==> src/rtl/glue_pkg.sv <==
package glue_pkg;
  typedef enum logic [1:0] {
    SLOT_RAM  = 2'd0,
    SLOT_ADP  = 2'd1,
    SLOT_KBD  = 2'd2,
    SLOT_GPIB = 2'd3
  } slot_e;

  localparam int NUM_SLOTS = 4;
  localparam int SLOT_W    = 2;
  localparam int WIN_W     = 3;   // upper bits that pick the low window
  localparam int PFX_W     = 5;   // upper bits that pick a 2 KB window
  localparam logic [PFX_W-1:0] PATCH_PFX = 5'b10011;
  localparam logic [PFX_W-1:0] SHIFT_PFX = 5'b10000;
endpackage

==> src/rtl/glue_addr_dec.sv <==
module glue_addr_dec
  import glue_pkg::*;
#(
  parameter int ADDR_W  = 16,
  parameter int BLK_LSB = 11
) (
  input  logic [ADDR_W-1:0]    addr_i,
  output logic [NUM_SLOTS-1:0] slot_hit_o,
  output logic                 low_win_o,
  output logic                 patch_hit_o,
  output logic                 shift_win_o
);
  localparam int TOP = ADDR_W - 1;

  logic [PFX_W-1:0] pfx;
  assign pfx         = addr_i[TOP -: PFX_W];
  assign low_win_o   = (addr_i[TOP -: WIN_W] == '0);
  assign patch_hit_o = (pfx == PATCH_PFX);
  assign shift_win_o = (pfx == SHIFT_PFX);

  for (genvar s = 0; s < NUM_SLOTS; s++) begin : g_slot
    assign slot_hit_o[s] = low_win_o &&
                           (addr_i[BLK_LSB +: SLOT_W] == SLOT_W'(s));
  end
endmodule

==> src/rtl/glue_gpib_qual.sv <==
module glue_gpib_qual (
  input  logic clk_i,
  input  logic rst_ni,
  input  logic bus_en_i,
  input  logic hit_i,
  output logic sel_no
);
  logic qual_q;

  // enable-qualified term, one clock behind the phase
  always_ff @(posedge clk_i or negedge rst_ni) begin
    if (!rst_ni) qual_q <= 1'b0;
    else         qual_q <= bus_en_i & hit_i;
  end

  // OR of two active-low terms
  assign sel_no = ~hit_i | ~qual_q;
endmodule

==> src/rtl/glue_shift_flag.sv <==
module glue_shift_flag (
  input  logic clk_i,
  input  logic rst_ni,
  input  logic set_i,
  input  logic clr_i,
  output logic flag_o
);
  always_ff @(posedge clk_i or negedge rst_ni) begin
    if (!rst_ni)    flag_o <= 1'b0;
    else if (clr_i) flag_o <= 1'b0;
    else if (set_i) flag_o <= 1'b1;
  end
endmodule

==> src/rtl/glue_decoder.sv <==
module glue_decoder
  import glue_pkg::*;
#(
  parameter int ADDR_W  = 16,
  parameter int BLK_LSB = 11,
  parameter int BUF_BIT = 10
) (
  input  logic              clk_i,
  input  logic              rst_ni,
  input  logic [ADDR_W-1:0] addr_i,
  input  logic              rd_ni,
  input  logic              wr_ni,
  input  logic              bus_en_i,
  input  logic              fi_normal_i,
  input  logic              loop_strobe_i,
  input  logic              patch_alt_ni,
  output logic              ram_sel_no,
  output logic              adapter_sel_no,
  output logic              kbd_sel_no,
  output logic              gpib_sel_no,
  output logic              patch_sel_no,
  output logic              buf_dir_o,
  output logic              buf_en_no,
  output logic              shift_en_o
);
  logic [NUM_SLOTS-1:0] slot_hit;
  logic low_win, patch_hit, shift_win;

  glue_addr_dec #(.ADDR_W(ADDR_W), .BLK_LSB(BLK_LSB)) u_dec (
    .addr_i      (addr_i),
    .slot_hit_o  (slot_hit),
    .low_win_o   (low_win),
    .patch_hit_o (patch_hit),
    .shift_win_o (shift_win)
  );

  assign ram_sel_no     = ~slot_hit[SLOT_RAM];
  assign adapter_sel_no = ~slot_hit[SLOT_ADP];
  assign kbd_sel_no     = ~slot_hit[SLOT_KBD];
  assign patch_sel_no   = ~patch_hit & patch_alt_ni;

  glue_gpib_qual u_gpib (
    .clk_i    (clk_i),
    .rst_ni   (rst_ni),
    .bus_en_i (bus_en_i),
    .hit_i    (slot_hit[SLOT_GPIB]),
    .sel_no   (gpib_sel_no)
  );

  assign buf_dir_o = ~rd_ni;
  // enable-qualified low-range select, upper half of each block, normal jumper
  assign buf_en_no = ~(fi_normal_i & addr_i[BUF_BIT] & bus_en_i & low_win);

  glue_shift_flag u_shift (
    .clk_i  (clk_i),
    .rst_ni (rst_ni),
    .set_i  (~wr_ni & shift_win),
    .clr_i  (loop_strobe_i),
    .flag_o (shift_en_o)
  );
endmodule

==> config.mk <==
export PLATFORM = sky130hd
export DESIGN_NAME = glue_decoder
export DESIGN_NICKNAME = d
export VERILOG_FILES = /design/src/rtl/glue_pkg.sv /design/src/rtl/glue_addr_dec.sv /design/src/rtl/glue_gpib_qual.sv /design/src/rtl/glue_shift_flag.sv /design/src/rtl/glue_decoder.sv
export SDC_FILE = /design/constraint.sdc
export NUM_CORES = 1
export LEC_CHECK = 0
export BUFFER_PORTS_ARGS = -buffer_cell sky130_fd_sc_hd__buf_2
export CAP_MARGIN = 25
export CORE_AREA = 4 4 41 43
export CTS_CLUSTER_DIAMETER = 50
export DETAILED_ROUTE_END_ITERATION = 16
export DIE_AREA = 0 0 45 47
export PLACE_DENSITY = 0.56
export SYNTH_ARGS = -nofsm -noshare
export SYNTH_HDL_FRONTEND = slang
export SYNTH_SLANG_ARGS = --single-unit
==> constraint.sdc <==
create_clock -name clk_i -period 0.9 [get_ports clk_i]
set_input_delay 0.18 -clock clk_i [delete_from_list [all_inputs] [get_ports clk_i]]
set_output_delay 0.18 -clock clk_i [all_outputs]
set_load 0.005 [all_outputs]
==> run metrics <==
Yosys top cell area share 0.323; Post-Syn Area 155 um2; type of origin of the critical path flop; Die Wd around 45 um; routability-driven placement congestion ratio 0.698; CORE AREA approximately 1300 um2; worst-path fanout max 1; RSZ-0062 raised after global routing true; total grt overflow 0; Critical R2R Launch u_shift.flag_o; Hold Slack about 0.25 ns; GRT Overall Usage 0.0680; vias in the first global route roughly 240; # fillers 151; clk buf depth 2; # IOs 32; Tmin final around 0.95 ns; final design utilization 0.306; Initial Util 0.119; P&R area growth vs syn 156%; wire per inst about 10 um; Cell Chain, Critical Path nand4_1, buf_2; skew final 0 ns; die area 2120 um2; setup violators final 5; # DRC 0; fmax 1050 MHz; Core Rows 13; number of max-cap violations 0; hold depth 3; Slew Viols, Final 0; DRT Wirelength roughly 640 um; final hold vios 0; crit path capture type output port; Unique masters post-synth 12; footprint of the multi-input gates 116 um2; slowest stage delay, CP 0.35 ns; Synth area leaders dfrtp_1 (32%), nand3b_1 (9.7%), nand4_1 (8.1%); Leak 0.194 nW; Setup CP Type reg -> out; initial antenna violation count 0; Inserted Diodes 0; hold path start loop_strobe_i; status complete, but fails checks; Post-Syn Instances 17; worst-case reg-to-reg path depth 1; CTS sink count 2; fraction of layout cells with a size suffix above 1 0.681; Worst R2R End u_shift.flag_o; Slew @ Worst Pin 0.214 ns; post-route setup slack -0.0533 ns; register area 50.0 um2; Max VDD drop roughly 0.00035 V; Final nets 73; yosys warns 0; drt initial violations 5; failing checks setup timing; CP Data Arrival Time 0.77 ns; clock-pin slew on the worst setup and hold paths about 0.030 ns; Post-Syn Nets 41; drt first pass iters 4; Top delay family on crit path flip-flops; pin count of the biggest net entering global routing 6; worst path bufs/invs 1; Relative slew margins 0.856; first-pass GRT wire length 979 um; reg2reg setup slack ~0.20 ns; sequential area share after synthesis 0.323; Power, Total about 400 uW; #FFs+latches synth 2; port bufs 21; WP data required ~0.7 ns; ANT nets after route 0; via count 249; Mean Syn Cell Area between 9 and 10 um2; slowest CP cell dfrtp_1; vias per std cell about 4; Tightest Hold Check Type in -> reg; Final HPWL DP between 500 and 600 um; Worst-Skew Late Latency roughly 0.22 ns; number of CTS-inserted buffers 3; Yosys top cell by area dfrtp_1; Power Density between 1000 and 1500 nW/um2; hold endpoint u_shift.flag_o; CTS tree yes; CP Depth 2; Die Y-Extent between 40 and 50 um; Clock Tree Root clkbuf_4; Tcrit/Tclk final 1.06; Place WS -0.155 ns; H-tree depth 1
-- cell type report --
class,instances,share of cell area
Tap cell,15,0.0472
Clock buffer,3,0.0566
Inverter,3,0.0283
Timing Repair Buffer,27,0.450
Sequential cell,2,0.126
Multi-Input combinational cell,12,0.292
-- kinds of logic (layout without fill, tap and decap cells) --
kind of cell,after synthesis,count (layout),share of synthesized area
compound gates,2,2,0.113
buf+inv,3,33,0.0726
flops,2,2,0.323
simple gates,10,10,0.492
-- placed cells by master, fill, tap and decap left out, drive strengths merged --
cell,count
buf,26
inv,3
clkbuf,3
nand3b,2
nand4,2
dfrtp,2
nor3,1
nor2,1
a41oi,1
and4,1
nor4,1
nand2b,1
nor3b,1
a22o,1
dlygate4sd3,1
-- worst max path at each step --
stage,startpoint,endpoint,slack (ns)
floorplan,addr_i[15],buf_en_no,0.16
global placement,addr_i[15],gpib_sel_no,-0.13
detailed placement,addr_i[15],gpib_sel_no,-0.16
CTS,u_gpib.qual_q,gpib_sel_no,-0.06
global route,addr_i[15],gpib_sel_no,-0.12
finish,u_gpib.qual_q,gpib_sel_no,-0.05
-- per-stage QoR --
stage                     setup TNS, ns  instance area (um2)  instances
after detailed placement         -0.704                  302         56
after global placement           -0.627                  302         56
after global routing             -0.573                  398         62
after CTS                        -0.230                  387         61
after floorplan                       0                  155         17
final                            -0.174                  398         62
-- synthesized netlist by cell type --
cell / n
a41oi_1: 1
inv_1: 3
a22o_1: 1
nor3b_1: 1
nand3b_1: 2
nor4_2: 1
nand4_1: 2
and4_1: 1
nor2_1: 1
nand2b_1: 1
nor3_2: 1
dfrtp_1: 2
-- worst min-delay path: stages --
cell and delay [ns]:
buf_2 0.10, inv_1 0.04, a22o_1 0.11
-- power breakdown --
| group | internal [mW] | leakage, nW | switching (mW) |
|---|---|---|---|
| clock | 0.147 | 0.0138 | 0.0528 |
| combinational | 0.0630 | 0.152 | 0.0432 |
| sequential | 0.0916 | 0.0278 | 0.000429 |
| total | 0.302 | 0.194 | 0.0964 |
-- sequential cells by signal, indices dropped and copies added, names as in the netlist --
name / cells
u_shift.flag_o: 1
u_gpib.qual_q: 1
-- what timing repair did --
action,4_1_cts,5_1_grt
gates resized for setup,10,1
hold buffers,1,0
setup buffers,1,1
endpoints found under the hold margin,2,0
pin swaps,5,2
endpoints found under the setup margin,7,7
-- metal layers --
| metal | track usage | vias to the layer above | part of all wire |
|---|---|---|---|
| met5 | 0 | - | 0 |
| met4 | 0.0702 | 0 | 0 |
| met3 | 0.0307 | 0 | 0.17 |
| met2 | 0.0876 | 17 | 0.42 |
| met1 | 0.0799 | 106 | 0.40 |
| li1 | - | 126 | - |
Power figures use the tool's default switching activity.
